$ cat src/rtl/pwmf_pkg.sv
package pwmf_pkg;

    // Default layout of one encoded frame, in PWM periods.
    localparam int ANGLE_BITS   = 12;
    localparam int INIT_PERIODS = 12;
    localparam int FLAG_PERIODS = 4;
    localparam int TAIL_PERIODS = 8;

    // Frame section that a period index falls into.
    typedef enum logic [1:0] {
        SEC_INIT,
        SEC_FLAG,
        SEC_DATA,
        SEC_TAIL
    } pwm_section_e;

endpackage

$ cat src/rtl/pwmf_timer.sv
module pwmf_timer #(
    parameter int FRAME_LEN = 4119,
    parameter int POS_W     = $clog2(FRAME_LEN)
) (
    input  logic             clk_i,
    input  logic             rst_ni,
    input  logic             en_i,
    input  logic             tick_i,
    output logic [POS_W-1:0] pos_q_o,
    output logic [POS_W-1:0] pos_d_o,
    output logic             run_q_o,
    output logic             start_o
);

    localparam logic [POS_W-1:0] LAST_POS = POS_W'(FRAME_LEN - 1);

    typedef struct packed {
        logic [POS_W-1:0] pos;
        logic             run;
    } timer_t;

    timer_t cur_q, nxt_d;
    logic   at_last;

    always_comb begin
        nxt_d   = cur_q;
        at_last = (cur_q.pos == LAST_POS);
        start_o = 1'b0;
        if (!en_i) begin
            nxt_d.pos = '0;
            nxt_d.run = 1'b0;
        end else if (tick_i) begin
            nxt_d.run = 1'b1;
            if (!cur_q.run || at_last) begin
                nxt_d.pos = '0;
                start_o   = 1'b1;
            end else begin
                nxt_d.pos = cur_q.pos + 1'b1;
            end
        end
    end

    always_ff @(posedge clk_i or negedge rst_ni) begin
        if (!rst_ni) begin
            cur_q <= '0;
        end else begin
            cur_q <= nxt_d;
        end
    end

    assign pos_q_o = cur_q.pos;
    assign pos_d_o = nxt_d.pos;
    assign run_q_o = cur_q.run;

    // the position never leaves the frame
    a_r2_pos_range: assert property (@(posedge clk_i) disable iff (!rst_ni)
        cur_q.pos <= LAST_POS);

    // a tick on the last period wraps to period 0
    a_r2_wrap: assert property (@(posedge clk_i) disable iff (!rst_ni)
        (en_i && tick_i && cur_q.run && cur_q.pos == LAST_POS)
        |=> (cur_q.run && cur_q.pos == '0));

    // disable rewinds the frame position
    a_r8_rewind: assert property (@(posedge clk_i) disable iff (!rst_ni)
        !en_i |=> (!cur_q.run && cur_q.pos == '0));

    // no tick, no movement
    a_r9_pos_hold: assert property (@(posedge clk_i) disable iff (!rst_ni)
        (en_i && !tick_i) |=> $stable(cur_q.pos));

endmodule

$ cat src/rtl/pwmf_sampler.sv
module pwmf_sampler #(
    parameter int ANG_W = 12
) (
    input  logic             clk_i,
    input  logic             rst_ni,
    input  logic             start_i,
    input  logic [ANG_W-1:0] angle_i,
    input  logic             fault_i,
    output logic [ANG_W-1:0] ang_d_o,
    output logic             err_d_o,
    output logic             err_q_o
);

    typedef struct packed {
        logic [ANG_W-1:0] ang;
        logic             err;
    } hold_t;

    hold_t hold_q, hold_d;

    always_comb begin
        hold_d = hold_q;
        if (start_i) begin
            hold_d.ang = angle_i;
            hold_d.err = fault_i;
        end
    end

    always_ff @(posedge clk_i or negedge rst_ni) begin
        if (!rst_ni) begin
            hold_q <= '0;
        end else begin
            hold_q <= hold_d;
        end
    end

    assign ang_d_o = hold_d.ang;
    assign err_d_o = hold_d.err;
    assign err_q_o = hold_q.err;

    // captured values only change when a frame opens
    a_r7_frozen: assert property (@(posedge clk_i) disable iff (!rst_ni)
        !start_i |=> ($stable(hold_q.ang) && $stable(hold_q.err)));

endmodule

$ cat src/rtl/pwmf_shaper.sv
module pwmf_shaper
    import pwmf_pkg::*;
#(
    parameter int ANG_W    = 12,
    parameter int INIT_LEN = 12,
    parameter int FLAG_LEN = 4,
    parameter int DATA_LEN = 4095,
    parameter int POS_W    = 13
) (
    input  logic [POS_W-1:0] pos_i,
    input  logic [ANG_W-1:0] ang_i,
    input  logic             fault_i,
    output logic             level_o
);

    localparam logic [POS_W-1:0] INIT_END = POS_W'(INIT_LEN);
    localparam logic [POS_W-1:0] FLAG_END = POS_W'(INIT_LEN + FLAG_LEN);
    localparam logic [POS_W-1:0] DATA_END = POS_W'(INIT_LEN + FLAG_LEN + DATA_LEN);

    pwm_section_e     sec;
    logic [POS_W-1:0] data_idx;
    logic [POS_W-1:0] ang_ext;

    assign ang_ext = POS_W'(ang_i);

    always_comb begin
        if (pos_i < INIT_END) begin
            sec = SEC_INIT;
        end else if (pos_i < FLAG_END) begin
            sec = SEC_FLAG;
        end else if (pos_i < DATA_END) begin
            sec = SEC_DATA;
        end else begin
            sec = SEC_TAIL;
        end
        data_idx = pos_i - FLAG_END;
        unique case (sec)
            SEC_INIT: level_o = 1'b1;
            SEC_FLAG: level_o = !fault_i;
            SEC_DATA: level_o = !fault_i && (data_idx < ang_ext);
            default:  level_o = 1'b0;
        endcase
    end

endmodule

$ cat src/rtl/pwm_angle_encoder.sv
module pwm_angle_encoder
    import pwmf_pkg::*;
#(
    parameter int ANG_W    = ANGLE_BITS,
    parameter int INIT_LEN = INIT_PERIODS,
    parameter int FLAG_LEN = FLAG_PERIODS,
    parameter int TAIL_LEN = TAIL_PERIODS
) (
    input  logic             clk_i,
    input  logic             rst_ni,
    input  logic             en_i,
    input  logic             tick_i,
    input  logic [ANG_W-1:0] angle_i,
    input  logic             fault_i,
    output logic             pwm_o
);

    localparam int DATA_LEN  = (1 << ANG_W) - 1;
    localparam int FRAME_LEN = INIT_LEN + FLAG_LEN + DATA_LEN + TAIL_LEN;
    localparam int POS_W     = $clog2(FRAME_LEN);
    localparam logic [POS_W-1:0] INIT_END = POS_W'(INIT_LEN);

    typedef struct packed {
        logic out;
    } wire_t;

    logic [POS_W-1:0] pos_q, pos_d;
    logic             run_q, start;
    logic [ANG_W-1:0] ang_d;
    logic             err_d, err_q;
    logic             level;
    wire_t            wire_q, wire_d;

    pwmf_timer #(
        .FRAME_LEN (FRAME_LEN),
        .POS_W     (POS_W)
    ) u_timer (
        .clk_i   (clk_i),
        .rst_ni  (rst_ni),
        .en_i    (en_i),
        .tick_i  (tick_i),
        .pos_q_o (pos_q),
        .pos_d_o (pos_d),
        .run_q_o (run_q),
        .start_o (start)
    );

    pwmf_sampler #(
        .ANG_W (ANG_W)
    ) u_sampler (
        .clk_i   (clk_i),
        .rst_ni  (rst_ni),
        .start_i (start),
        .angle_i (angle_i),
        .fault_i (fault_i),
        .ang_d_o (ang_d),
        .err_d_o (err_d),
        .err_q_o (err_q)
    );

    pwmf_shaper #(
        .ANG_W    (ANG_W),
        .INIT_LEN (INIT_LEN),
        .FLAG_LEN (FLAG_LEN),
        .DATA_LEN (DATA_LEN),
        .POS_W    (POS_W)
    ) u_shaper (
        .pos_i   (pos_d),
        .ang_i   (ang_d),
        .fault_i (err_d),
        .level_o (level)
    );

    always_comb begin
        wire_d = wire_q;
        if (!en_i) begin
            wire_d.out = 1'b0;
        end else if (tick_i) begin
            wire_d.out = level;
        end
    end

    always_ff @(posedge clk_i or negedge rst_ni) begin
        if (!rst_ni) begin
            wire_q <= '0;
        end else begin
            wire_q <= wire_d;
        end
    end

    assign pwm_o = wire_q.out;

    // disable drives the wire low on the next clock
    a_r8_out_low: assert property (@(posedge clk_i) disable iff (!rst_ni)
        !en_i |=> !pwm_o);

    // the wire only moves on a tick
    a_r9_hold: assert property (@(posedge clk_i) disable iff (!rst_ni)
        (en_i && !tick_i) |=> $stable(pwm_o));

    // the lead-in periods are always high
    a_r3_init_high: assert property (@(posedge clk_i) disable iff (!rst_ni)
        (run_q && pos_q < INIT_END) |-> pwm_o);

    // a captured fault keeps everything after the lead-in low
    a_r6_fault_low: assert property (@(posedge clk_i) disable iff (!rst_ni)
        (run_q && err_q && pos_q >= INIT_END) |-> !pwm_o);

    // idle encoder keeps the wire low
    a_r1_idle_low: assert property (@(posedge clk_i) disable iff (!rst_ni)
        !run_q |-> !pwm_o);

endmodule

$ cat config.mk
export PLATFORM = sky130hd
export DESIGN_NAME = pwm_angle_encoder
export DESIGN_NICKNAME = d
export VERILOG_FILES = /design/src/rtl/pwmf_pkg.sv /design/src/rtl/pwmf_timer.sv /design/src/rtl/pwmf_sampler.sv /design/src/rtl/pwmf_shaper.sv /design/src/rtl/pwm_angle_encoder.sv
export SDC_FILE = /design/constraint.sdc
export NUM_CORES = 1
export LEC_CHECK = 0
export CAP_MARGIN = 20
export CORE_MARGIN = 1
export CORE_UTILIZATION = 50
export DETAILED_ROUTE_END_ITERATION = 7
export GPL_ROUTABILITY_DRIVEN = 0
export PLACE_DENSITY = 0.81
export REMOVE_ABC_BUFFERS = 1
export SETUP_SLACK_MARGIN = 0.3
export SYNTH_ARGS = -nofsm -noshare
export SYNTH_HDL_FRONTEND = slang
export SYNTH_SLANG_ARGS = --single-unit
$ cat constraint.sdc
create_clock -name clk_i -period 4.27 [get_ports clk_i]
set_input_delay 0.854 -clock clk_i [delete_from_list [all_inputs] [get_ports clk_i]]
set_output_delay 0.854 -clock clk_i [all_outputs]
set_load 0.02 [all_outputs]
==> flow_summary.yaml <==
outcome:
  status: "complete, no violations"
detailed_routing:
  wl_um: 4000
  drcViolationCount: 0
  postRouteAntennaNets: 0
  dr.pass1.iters: 4
  drtIter0Drc: 148
  vias: 1473
  wl_per_cell_um: 15.6
  via_per_inst: 5.75
layout:
  syn_to_final_growth_pct: 17.7
  n_antenna_cell: 0
  drive_above_1_share_pct: 13.8
  instances_no_fill: 256
  nets: 242
setup_path:
  critPathKind: "reg -> reg"
  crit_cells: 16
  reg2reg_depth: 16
  crit_path_start: "u_timer.pos_q_o[8]$_DFF_PN0_"
  crit_chain: "or4b_4, o31ai_4, buf_4, nor2b_2, buf_4, mux2_2, inv_1, ha_1, a21oi_1, o21ai_0, nor3_1, a211oi_1, nand3b_1, o31ai_2, a21oi_1, o21ai_1"
  crit_family: "simple AND/OR/NAND/NOR gates"
  critical_path.endpoint: "pwm_o$_DFFE_PN0P_"
  arrival_ns: 3.96
  rr_endpoint: "pwm_o$_DFFE_PN0P_"
  path_buf_inv: 3
  worstPathMaxFanout: 5
  cp-end-kind: "register"
  reg2reg_from: "u_timer.pos_q_o[8]$_DFF_PN0_"
  max_stage_delay_ns: 0.57
  r2r_slack_ns: 0.52
  cp_slowest_cell: "or4b_4"
  crit_required_ns: 4.48
  startpoint_type: "register"
sta:
  max-slew-margin-rel_pct: 64.8
  hold_viol: 0
  min_period_over_period_pct: 87.9
  layout_setup_ws_ns: 0.519
  fmax_mhz: 267
  finClkSkew_ns: 0.00439
  min_period_ns: 3.75
  tns_ns: 0
  slew_violations: 0
  setup_violations: 0
  rsz0062_at_grt: "no"
  worst_slew_pin_slew_ns: 0.521
floorplan:
  io_pins: 18
  fp-row-count: 21
  dieArea_sq_um: 3930
  coreArea_sq_um: 3440
  start_util_pct: 53.4
  die_height_um: 62.7
  die-width_um: 62.7
logic_synthesis:
  synth_cells: 188
  synth_edf_count: 0
  seq_area_frac_synth_pct: 38.1
  synth_cell_types: 46
  synthFlopType: "dfrtp_1"
  ys_warn_count: 0
  avgSynthCellArea_sq_um: 9.78
  synth_area_sq_um: 1840
  ys_ff_latch: 28
  ys_async_sr_fraction_pct: 100
global_route:
  grt_pass1_wl_um: 6640
  grt_overflow: 0
  antenna_found_initial: 0
  grt_use_total_pct: 22.0
  grt_pass1_vias: 1402
  grt_max_degree: 29
placed_design:
  dp_hpwl_um: 3000
  dp.cells: 250
  port_buffers: 17
  place_ws_ns: 0.0276
clocking:
  clock_sinks: 28
  cts-root-buf: "clkbuf_8"
  cts_tree: "done"
  cts_buffers: 3
  clkTransAtPathRegs_ns: 0.10
  postCtsHoldBufs: 0
  insertion_delay_ns: 0.27
  clockBufferDepth: 2
  h-tree-depth: 1
power:
  total_leakage_power_uw: 0.000948
  power_uw: 601
  powerDensity_nw_per_um2: 278
  vdd_drop_max_uv: 241
worst_hold_path:
  hp-class: "reg -> reg"
flow_run:
  drv_cap: 0
==> metrics by stage <==
stage / instance area (sq um) / util (%) / hold slack (ns)
floorplan: 1780 / - / 0.452
CTS: 2130 / 61.8 / 0.512
global placement: 2070 / 60.2 / 0.477
finish: 2160 / 62.9 / 0.506
detailed placement: 2070 / 60.2 / 0.488
global route: 2160 / 62.9 / 0.529
==> metal layers <==
layer	track usage, %	vias to the layer above	wire, um
li1	-	704	-
met1	30.3	719	1820
met2	36.3	46	1990
met3	4.20	4	161
met4	3.78	0	30
met5	0	-	0
==> cell usage after synthesis, types with 2 or more instances <==
| library cell | number | share of area, % |
|---|---|---|
| dfrtp_1 | 28 | 38 |
| inv_1 | 17 | 3.5 |
| ha_1 | 14 | 9.5 |
| nor2_1 | 14 | 2.9 |
| mux2i_1 | 12 | 6.5 |
| xor2_1 | 10 | 4.8 |
| a21oi_1 | 9 | 2.4 |
| nand2_1 | 8 | 1.6 |
| xnor2_1 | 7 | 3.3 |
| nand4_1 | 5 | 1.7 |
| o21ai_0 | 5 | 1.4 |
| and4_1 | 4 | 1.9 |
| nand3_1 | 4 | 1.1 |
| nor2b_1 | 4 | 1.4 |
| nor3_1 | 4 | 1.1 |
| and3_1 | 3 | 1.0 |
| buf_2 | 3 | 0.82 |
| clkbuf_1 | 3 | 0.61 |
| a211oi_1 | 2 | 0.82 |
| buf_6 | 2 | 1.2 |
| mux2_2 | 2 | 1.2 |
| o21a_1 | 2 | 0.82 |
| o21ai_1 | 2 | 0.54 |
| or2_2 | 2 | 0.68 |
==> power by group <==
| part | switching, uW | internal [uW] |
|---|---|---|
| clock | 83.7 | 82.6 |
| combinational | 71.3 | 62.4 |
| sequential | 10.9 | 290 |
| total | 166 | 435 |
==> cells by family after synthesis <==
| group | share of synthesized area (%) |
|---|---|
| mux | 7.76 |
| flops | 38.1 |
| compound gates | 11.9 |
| buf+inv | 6.53 |
| simple gates | 18.1 |
| xor+xnor | 8.10 |
| fa+ha+maj | 9.52 |
==> cells in the final DEF (no fill, tap or decap), drive strengths merged, types with 2 or more instances in the layout <==
cell type	instances
nand4	5
o31ai	2
xor2	10
clkdlybuf4s50	16
buf	10
ha	14
inv	17
nor3	4
mux2i	12
nor2b	4
or2	2
nand3	4
o21a	2
a211oi	2
clkbuf	4
xnor2	7
mux2	2
dfrtp	28
nor4	2
o21ai	7
and3	4
a21oi	9
nor2	14
and4	4
nand2	8
==> worst min path at each step <==
stage,start,endpoint,slack [ns],cells past startpoint
after detailed placement,u_sampler.hold_q[12]$_DFF_PN0_,u_sampler.hold_q[12]$_DFF_PN0_,0.49,2
final,u_sampler.hold_q[12]$_DFF_PN0_,u_sampler.hold_q[12]$_DFF_PN0_,0.51,2
after CTS,u_sampler.hold_q[12]$_DFF_PN0_,u_sampler.hold_q[12]$_DFF_PN0_,0.51,2
after floorplan,u_sampler.hold_q[5]$_DFF_PN0_,u_sampler.hold_q[5]$_DFF_PN0_,0.45,2
after global placement,u_sampler.hold_q[12]$_DFF_PN0_,u_sampler.hold_q[12]$_DFF_PN0_,0.48,2
after global routing,u_sampler.hold_q[2]$_DFF_PN0_,u_sampler.hold_q[2]$_DFF_PN0_,0.53,2
==> cell type report <==
cell class                      instances  area [sq um]
Tap cell                               46          57.6
Inverter                               17          63.8
Clock buffer                            4          55.1
Fill cell                             296          1280
Multi-Input combinational cell        134          1030
Timing Repair Buffer                   27           251
Sequential cell                        28           702
==> repair_timing <==
item                                    4_1_cts  5_1_grt
buffers inserted                              0        2
gates resized for setup                       0       10
endpoints found under the setup margin        0        1
==> sequential cells by signal (all words and copies together) (netlist names) <==
register	cells
u_timer.run_q_o	1
u_timer.pos_q_o	13
u_sampler.err_q_o	1
u_sampler.hold_q	12
pwm_o	1
==> worst register-to-register path: cells and delay by family, from the launching register on <==
family	cells	cell delay, ns
AND/OR/NAND/NOR	4	1.13
AO/OA/AOI/OAI	7	1.10
flip-flops	1	0.44
buffers and inverters	3	0.41
multiplexers	1	0.35
adder cells (fa/ha/maj)	1	0.24
Note: power is estimated with default switching activity, not from simulation.
